File: src/rtl/mixcell_pkg.sv
package mixcell_pkg;
  localparam int CODE_W = 2;

  typedef enum logic [CODE_W-1:0] {
    CELL_EXACT  = 2'd0,
    CELL_KIND_A = 2'd1,
    CELL_KIND_B = 2'd2,
    CELL_KIND_C = 2'd3
  } cell_kind_e;
endpackage

File: src/rtl/mixcell_fa.sv
module mixcell_fa
  import mixcell_pkg::*;
#(
  parameter logic [CODE_W-1:0] KIND = CELL_EXACT
) (
  input  logic x,
  input  logic y,
  input  logic z,
  output logic s,
  output logic co
);
  logic maj, par;

  assign maj = (x & y) | (z & (x ^ y));
  assign par = x ^ y ^ z;

  always_comb begin
    case (cell_kind_e'(KIND))
      CELL_KIND_A: begin
        co = maj;
        s  = ~maj;
      end
      CELL_KIND_B: begin
        co = x;
        s  = par;
      end
      CELL_KIND_C: begin
        co = maj;
        s  = z & ~(x & y);
      end
      default: begin
        co = maj;
        s  = par;
      end
    endcase
  end
endmodule

File: src/rtl/mixcell_row.sv
module mixcell_row
  import mixcell_pkg::*;
#(
  parameter int W = 4,
  parameter logic [CODE_W*W-1:0] KINDS = '0
) (
  input  logic [W-1:0] pp,
  input  logic [W-1:0] acc,
  output logic [W-1:0] sum,
  output logic         cout
);
  logic [W:0] carry;

  assign carry[0] = 1'b0;

  for (genvar c = 0; c < W; c++) begin : g_col
    mixcell_fa #(.KIND(KINDS[CODE_W*c +: CODE_W])) cell_i (
      .x (pp[c]),
      .y (acc[c]),
      .z (carry[c]),
      .s (sum[c]),
      .co(carry[c+1])
    );
  end

  assign cout = carry[W];
endmodule

File: src/rtl/mixcell_mul.sv
module mixcell_mul
  import mixcell_pkg::*;
#(
  parameter int W = 4,
  parameter logic [CODE_W*W*(W-1)-1:0] CFG = 24'h6C_93_B1
) (
  input  logic           clk,
  input  logic           rst,
  input  logic [W-1:0]   opa,
  input  logic [W-1:0]   opb,
  output logic [2*W-1:0] prod
);
  localparam int ROWS  = W - 1;
  localparam int ROW_W = CODE_W * W;
  localparam int PW    = 2 * W;

  logic [W-1:0]  pp   [W];
  logic [W-1:0]  acc  [W];
  logic [PW-1:0] prod_c;

  for (genvar r = 0; r < W; r++) begin : g_pp
    assign pp[r] = opa & {W{opb[r]}};
  end

  assign prod_c[0] = pp[0][0];
  assign acc[0]    = {1'b0, pp[0][W-1:1]};

  for (genvar k = 0; k < ROWS; k++) begin : g_row
    logic [W-1:0] sum;
    logic         cout;

    mixcell_row #(
      .W    (W),
      .KINDS(CFG[ROW_W*k +: ROW_W])
    ) row_i (
      .pp  (pp[k+1]),
      .acc (acc[k]),
      .sum (sum),
      .cout(cout)
    );

    assign prod_c[k+1] = sum[0];
    assign acc[k+1]    = {cout, sum[W-1:1]};
  end

  assign prod_c[PW-1:W] = acc[ROWS];

  always_ff @(posedge clk) begin
    if (rst) prod <= '0;
    else     prod <= prod_c;
  end
endmodule

File: config.mk
export PLATFORM = sky130hd
export DESIGN_NAME = mixcell_mul
export DESIGN_NICKNAME = d
export VERILOG_FILES = /design/src/rtl/mixcell_pkg.sv /design/src/rtl/mixcell_fa.sv /design/src/rtl/mixcell_row.sv /design/src/rtl/mixcell_mul.sv
export SDC_FILE = /design/constraint.sdc
export NUM_CORES = 1
export LEC_CHECK = 0
export BUFFER_PORTS_ARGS = -buffer_cell sky130_fd_sc_hd__buf_2
export CAP_MARGIN = 20
export CORE_AREA = 2 2 39 41
export DETAILED_ROUTE_END_ITERATION = 6
export DIE_AREA = 0 0 41 43
export SYNTH_ARGS = -nofsm -noshare
export SYNTH_HDL_FRONTEND = slang
export SYNTH_SLANG_ARGS = --single-unit
File: constraint.sdc
create_clock -name clk -period 3.5 [get_ports clk]
set_input_delay 0.175 -clock clk [delete_from_list [all_inputs] [get_ports clk]]
set_output_delay 0.175 -clock clk [all_outputs]
set_load 0.005 [all_outputs]
# After elaboration in Yosys (flattened, before gate mapping)
# Index checks and enable logic that the tools add are counted.
classes:
  n_bitwise: 46
ops:
  columns: ["cell", "n"]
  rows:
  - ["$and 1x1->1", 17]
  - ["$and 4x4->4", 4]
  - ["$xor 1x1->1", 14]
  - ["$or 1x1->1", 6]
  - ["$not 1->1", 5]
totals:
  wordCells: 48
  input_bits: 10
  output_inout_bits: 8
  register_bits: 8

# Depth between registers and ports, before layout
# Gate-level depths: netlist (run 1).
depth:
  ltp_word: 15
  mapped_depth: 11
  depth_no_buf: 11

# Hierarchy
# Synthesis (run 1) repeated with hierarchy kept, for this count alone.
unflattened:
  cells_unflattened: 62
  hier_area_um2: 648.1
modules_own_cells:
  columns: ["module", "cells_each", "n_inst", "area_per_inst_um2", "seq_area_each_um2"]
  rows:
  - ["mixcell_mul", 32, 1, 329.1, 160.2]
  - ["mixcell_fa (g_row[0].row_i.g_col[3].cell_i ...)", 2, 3, 31.3, 0.0]
  - ["mixcell_fa (g_row[0].row_i.g_col[2].cell_i ...)", 3, 3, 26.3, 0.0]
  - ["mixcell_fa (g_row[0].row_i.g_col[0].cell_i ...)", 3, 3, 25.0, 0.0]
  - ["mixcell_fa (g_row[0].row_i.g_col[1].cell_i ...)", 1, 3, 20.0, 0.0]
  - ["mixcell_row", 1, 3, 3.8, 0.0]

# Least setup slack after synthesis (run 1)
# No wires, ideal clock.
synth_timing:
  path_type: "input -> register"
  start: "input opb[1]"
  end: "register prod[5]"
  setup_ps: 64
  path_slack_ps: 883
  stages: 10
  required_ps: 3436
  n_path_buf: 0
  arrival_time_ps: 2552
  path_cell_list: "and2_1 -> and3_1 -> fa_1 -> and3_1 -> fa_1 -> a21oi_4 -> ha_1 -> a21oi_4 -> xnor3_1 -> nor2_1"
synth_via:
  elab_chain_len: 15
  elab_cells_between_ends: 34
  cone_classes: "bitwise (34)"
synth_rtl:
  columns: ["element", "line_no", "source"]
  rows:
  - ["start, declared", "mixcell_mul.sv:10", "input logic [W-1:0] opb,"]
  - ["$and 4x4->4 *", "mixcell_mul.sv:22", "assign pp[r] = opa & {W{opb[r]}};"]
  - ["$and 1x1->1 or $xor 1x1->1 (tied branches)", "mixcell_fa.sv:14, mixcell_fa.sv:15", null]
  - ["$and 1x1->1", "mixcell_fa.sv:14", "assign maj = (x & y) | (z & (x ^ y));"]
  - ["$or 1x1->1", "mixcell_fa.sv:14", null]
  - ["$and 1x1->1 (on tied branches)", "mixcell_fa.sv:29, mixcell_fa.sv:14", null]
  - ["$xor 1x1->1 or $or 1x1->1 (tied branches)", "mixcell_fa.sv:14, mixcell_fa.sv:15", null]
  - ["$and 1x1->1 or $xor 1x1->1 (tied branches)", "mixcell_fa.sv:14, mixcell_fa.sv:15", null]
  - ["$or 1x1->1 or $xor 1x1->1 (tied branches)", null, null]
  - ["$and 1x1->1", "mixcell_fa.sv:14", null]
  - ["$or 1x1->1", "mixcell_fa.sv:14", null]
  - ["$not 1->1", "mixcell_fa.sv:21", "s = ~maj;"]
  - ["$xor 1x1->1", null, null]
  - ["$and 1x1->1", "mixcell_fa.sv:14", null]
  - ["$or 1x1->1", "mixcell_fa.sv:14", null]
  - ["$xor 1x1->1 *", "mixcell_fa.sv:15", "assign par = x ^ y ^ z;"]
  - ["end signal, assigned", "mixcell_mul.sv:50", "else prod <= prod_c;"]
  - ["end, declared", "mixcell_mul.sv:11", "output logic [2*W-1:0] prod"]
# Mark *: on every way between the ends. The rest lies on a longest branch, timed or not.
# A chain may end at the register's enable or synchronous reset.

# Worst setup path in the final report (run 1)
# Same ends and word-level chain as after synthesis.

==> reports/metrics.yaml, run 1 <==
run_status:
  status: "complete, no violations"
routing:
  viasPerCell: 4.470
  ant_nets: 0
  routed-via-count: 371
  routed_wl_microns: 825
  route.detailed.drc: 0
  wl_per_cell_microns: 9.940
  first_pass_iters: 4
  first_iter_violations: 5
cells_and_area:
  largestRegisters: "prod: 7 flops"
  fill_cells: 162
  multi_input_area_sq_um: 330.3
  nNetsFinal: 85
  layout.cells.non_filler: 83
  max_flop_register: "prod"
  synthToLayoutAreaGrowth_pct: 24.87
  layout-drive-gt1-share_pct: 31.34
  diodes: 0
  largest_reg_flops: 7
  regArea_sq_um: 140.1
global_routing:
  grt_pass1_vias: 358
  grt_max_degree: 8
  antenna_found_initial: 0
  grt_pass1_wl_microns: 1393
  grt-ovfl-total: 0
  track_usage_pct: 11.97
placed_design:
  place_inst: 79
  place.gp.congestion: 0.6978
  detailed_place_hpwl_microns: 700.3
  io_buffers: 16
floorplanning:
  fp.dieH_microns: 43
  start_util_pct: 34.54
  fp.dieW_microns: 41
  core.rowCount: 14
  die-area_sq_mm: 0.001763
  fp.coreArea_sq_mm: 0.001384
  pin_count: 18
synth:
  synth_top_family_by_area: "simple AND/OR/NAND/NOR gates"
  synthMuxAreaShare_pct: 0
  synth.distinct_cells: 16
  synth_area_leaders: "dfxtp_1 29%, and2_1 13%, ha_1 13%"
  synth_top_cell_by_area: "dfxtp_1"
  postSynthAreaPerCell_sq_um: 9.957
  synth.top_cell.area_share_pct: 29.32
  synth.cell_area_sq_um: 478.0
  ys.warnings.count: 0
  ys_seq_area_share_pct: 29.32
  syn_nets: 65
  synth-compound-area-share_pct: 9.162
  synth-xor-area-share_pct: 10.21
  syn_inst: 48
  ys_ff_latch: 7
  synthAdderAreaFrac_pct: 21.47
  synth-simple-area-share_pct: 27.49
sta:
  fin_crit_sh_pct: 75.45
  fmax_ghz: 0.3787
  setup_viol: 0
  rsz0062_at_grt: "no"
  fin_crit_ps: 2641
  hold_viol_final: 0
  slew_violations: 0
  fin_setup_tns_ps: 0
power_and_ir_drop:
  peakVddDrop_v: 0.00007731
  cellLeakagePower_nw: 0.3089
  power_mw: 0.2100
  pwr_density_cell_mw_per_mm2: 351.9
clock_network:
  cts_setup_buffers: 0
  cts_tree: "built"
  cts_made_buffers: 3
  clk_pin_slew_worst_paths_ps: 50
  ctsHoldBuffers: 0
  clockBufferDepth: 2
  cts_sinks: 7
  clock-root-buffer: "clkbuf_4"
  htreeDepth: 1
  ctsResizeCount: 0
setup_path:
  cp.arrival_ps: 2830
  worst_setup_path_start_kind: "input pin"
  cp.required_ps: 3690
  crit_fanout: 4
  crit_type: "input pin to register"
  cp-end-kind: "register"
hold_path:
  min_path_type: "input pin to register"
flow_run:
  max_cap_violations: 0
[final cells by class]
class,instances,area share (%)
clock buffers,4,4.403
multi-input cells,40,55.35
flip-flops and latches,7,23.48
well taps,16,3.354
repair buffers,16,13.42
[critical path, stage by stage]
cell and delay [ps]:
buf_2 120, and2_1 180, and3_1 220, fa_1 470, and3_1 210, fa_1 410, a21oi_4 160, ha_1 280
a21oi_4 120, xnor3_1 400, nor2_1 90
[logic make-up after synthesis]
family | Yosys count
DFF | 7
xor gates and xnor gates | 4
other | 1
buffers and inverters | 1
AOI/OAI and AO/OA | 4
adders and majority gates | 7
and+or+nand+nor | 24
[stage by stage]
step,worst slack (ps),hold WS [ps],utilization [%],cell area [sq um]
floorplan,883.4,246.5,-,478.0
global placement,626.0,436.5,41.23,570.5
detailed placement,601.9,434.4,41.23,570.5
CTS,853.7,164.1,43.13,596.8
global route,748.2,184.6,43.13,596.8
finish,859.1,173.4,43.13,596.8
[layout by cell type, fill, tap and decap left out]
master    count
buf_2        16
and2_1       10
dfxtp_1       7
ha_1          5
nor2_1        4
nand2_1       4
nor2b_1       3
xor2_1        3
clkbuf_4      3
and3_1        2
a21oi_4       2
fa_1          2
a31oi_1       1
xnor3_1       1
nor3b_1       1
a21oi_1       1
conb_1        1
clkbuf_1      1
[synthesized netlist by cell type (all sizes together)]
cell   instances
nor2           4
nor3b          1
a21oi          3
conb           1
a31oi          1
xor2           3
xnor3          1
ha             5
and2          10
nor2b          3
fa             2
dfxtp          7
buf            1
nand2          4
and3           2
[final timing paths]
kind              slack, ps  cells past startpoint    from      end
hold / removal          170                      2     rst  prod[0]
setup / recovery        860                     11  opb[1]  prod[5]
[per-layer routing]
metal / vias up / track usage (%) / share of wire [%]
li1: 195 / - / -
met1: 160 / 14.56 / 47
met2: 14 / 16.56 / 45
met3: 2 / 3.141 / 7.9
met4: 0 / 10.00 / 0.48
met5: - / 0 / 0
[where the power goes]
part	internal (mW)	leakage, nW	total [mW]	switching (mW)
Sequential	0.0861	0.0579	0.0872	0.00107
Clock	0.0434	0.0150	0.0710	0.0277
Combinational	0.0275	0.236	0.0518	0.0244
Total	0.157	0.309	0.210	0.0531
No activity file was read; power rests on OpenSTA's default activity.
==> run 2: changes to the inputs <==
clock period = 2.33 ns   (was 3.5 ns; I/O delays follow)
==> reports/metrics.yaml, run 2 (synthesized netlist as in run 1, its figures left out) <==
cells_and_area:
  largestRegisters: "prod: 7 flops"  # unchanged
  max_flop_register: "prod"  # unchanged
  design_area_sq_um: 680.7  # was 596.8 sq um
  layout-drive-gt1-share_pct: 45.95  # was 31.34%
  final_cell_mix: "16 x buf_2, 10 x and2_1, 7 x buf_4, 7 x dfxtp_1"  # was 16 x buf_2, 10 x and2_1, 7 x dfxtp_1
  diodes: 0  # unchanged
  largest_reg_flops: 7  # unchanged
  final_common_cell: "buf_2"  # unchanged
  layout.cells.non_filler: 90  # was 83
  synthToLayoutAreaGrowth_pct: 42.41  # was 24.87%
  nNetsFinal: 92  # was 85
  fill_cells: 134  # was 162
clock_network:
  clock-root-buffer: "clkbuf_4"  # unchanged
  cts_setup_buffers: 0  # unchanged
  clk_pin_slew_worst_paths_ps: 50  # about the same
  cts_sinks: 7  # unchanged
  htreeDepth: 1  # unchanged
  cts_tree: "built"  # unchanged
  cts_made_buffers: 3  # unchanged
  ctsHoldBuffers: 0  # unchanged
  clockBufferDepth: 2  # unchanged
setup_path:
  cp_slowest_cell: "fa_2"  # was fa_1
  startpoint: "opb[1]"  # unchanged
  crit_fanout: 2  # was 4
  cp.arrival_ps: 2430  # was 2830 ps
  crit_path_max_incr_delay_ps: 440  # was 470 ps
  cp_top_family: "adder cells"  # unchanged
  crit_end: "prod[5]"  # unchanged
  path_depth: 10  # was 11
  path_cells: "buf_2, and2_1, and3_4, fa_2, and3_4, fa_2, a21oi_4, xor2_1, xnor3_1, nor2_1"  # was buf_2, and2_1, and3_1, fa_1, and3_1, fa_1, a21oi_4, ha_1, a21oi_4, xnor3_1, nor2_1
  crit_type: "input pin to register"  # unchanged
  cp-end-kind: "register"  # unchanged
  worst_setup_path_start_kind: "input pin"  # unchanged
  critPathBufInv: 1  # unchanged
  cp.required_ps: 2520  # was 3690 ps
routing:
  ant_nets: 0  # unchanged
  first_pass_iters: 2  # was 4
  route.detailed.drc: 0  # unchanged
  routed-via-count: 412  # was 371
  routed_wl_microns: 903  # was 825 microns
  wl_per_cell_microns: 10.03  # was 9.940 microns
  viasPerCell: 4.578  # was 4.470
  first_iter_violations: 3  # was 5
floorplanning:
  fp.dieW_microns: 41  # unchanged
  pin_count: 18  # unchanged
  core.rowCount: 14  # unchanged
  fp.coreArea_sq_mm: 0.001384  # unchanged
  die-area_sq_mm: 0.001763  # unchanged
  fp.dieH_microns: 43  # unchanged
  start_util_pct: 34.54  # unchanged
power_and_ir_drop:
  pwr_density_cell_mw_per_mm2: 492.5  # was 351.9 mW/mm^2
  p_sw_share_pct: 26.07  # was 25.29%
  pwr-share-seq_pct: 39.0  # was 41.5%
  pwr-share-clk_pct: 33.1  # was 33.8%
  peakVddDrop_v: 0.0001543  # was 0.00007731 V
  combPwrFrac_pct: 27.9  # was 24.7%
  cellLeakagePower_nw: 0.3384  # was 0.3089 nW
  intPower_mw: 0.2478  # was 0.1569 mW
  power.switching_mw: 0.08739  # was 0.05311 mW
placed_design:
  post_dp_cell_area_sq_um: 651.9  # was 570.5 sq um
  place_inst: 86  # was 79
  detailed_place_hpwl_microns: 795.5  # was 700.3 microns
  io_buffers: 16  # unchanged
  detailedPlace.worstSlack_ps: -155.6  # was 601.9 ps
  place.gp.congestion: 0.7430  # was 0.6978
global_routing:
  grt_pass1_wl_microns: 1642  # was 1393 microns
  track_usage_pct: 14.30  # was 11.97%
  grt-ovfl-total: 0  # unchanged
  grt_pass1_vias: 423  # was 358
  grt_max_degree: 8  # unchanged
  antenna_found_initial: 0  # unchanged
sta:
  fmax_ghz: 0.4473
  worst_hold_slack_ps: 110.3  # was 173.4 ps
  fin_setup_tns_ps: 0  # unchanged
  slew_violations: 0  # unchanged
  fin_crit_ps: 2236
  rsz0062_at_grt: "no"  # unchanged
  hold_viol_final: 0  # unchanged
  setup_slack_ps: 94.21  # was 859.1 ps
  setup_viol: 0  # unchanged
  fin_crit_sh_pct: 95.96
flow_run:
  max_cap_violations: 0  # unchanged
hold_path:
  min_path_type: "input pin to register"  # unchanged
run_status:
  status: "complete, no violations"  # unchanged
==> run 2: cell count changes in the layout (fill, tap and decap cells not counted), moves of 2 or more <==
cell / previous run / this run
buf_4: 0 / 7
fa_1: 2 / 0
fa_2: 0 / 2
and3_1: 2 / 0
and3_4: 0 / 2
==> run 2: per-stage QoR <==
| stage | util, % | power [mW] |
|---|---|---|
| CTS | 49.01 | 0.3430 |
| global placement | 47.11 | 0.2268 |
| floorplan | - | 0.1908 |
| detailed placement | 47.11 | 0.2278 |
| finish | 49.19 | 0.3352 |
| global route | 49.19 | 0.3668 |
==> run 2: per-layer routing <==
layer / GRT usage (%) / share of wire, % / up-vias
li1: - / - / 208
met1: 15.26 / 38 / 190
met2: 23.13 / 54 / 14
met3: 3.141 / 7.4 / 0
met4: 10.00 / 0 / 0
met5: 0 / 0 / -
==> run 2: layout make-up <==
| type | count | area [sq um] | share of cell area, % |
|---|---|---|---|
| clock buffers | 4 | 26.28 | 3.860 |
| repair buffers | 23 | 132.6 | 19.49 |
| well taps | 16 | 20.02 | 2.941 |
| flip-flops and latches | 7 | 140.1 | 20.59 |
| multi-input cells | 40 | 361.6 | 53.13 |
==> run 2: how the worst min path moves through the flow <==
stage | from | to | slack, ps | depth (start not counted)
finish | rst | prod[3] | 110 | 2
floorplan | rst | prod[0] | 190 | 1
global route | rst | prod[1] | 120 | 2
global placement | rst | prod[0] | 390 | 2
CTS | rst | prod[0] | 110 | 2
detailed placement | rst | prod[0] | 380 | 2
==> run 2: power groups by stage <==
stage          Sequential, mW  Combinational (mW)  Clock, mW
2_1_floorplan           0.135              0.0554          0
3_3_place_gp            0.133              0.0936          0
3_5_place_dp            0.134              0.0941          0
4_1_cts                 0.131              0.0953      0.117
5_1_grt                 0.132               0.107      0.127
6_report                0.131              0.0934      0.111
==> run 2: what timing repair did <==
action	CTS	global route
endpoints found under the hold margin	0	0
gates resized for setup	0	1
setup endpoints to repair	0	1
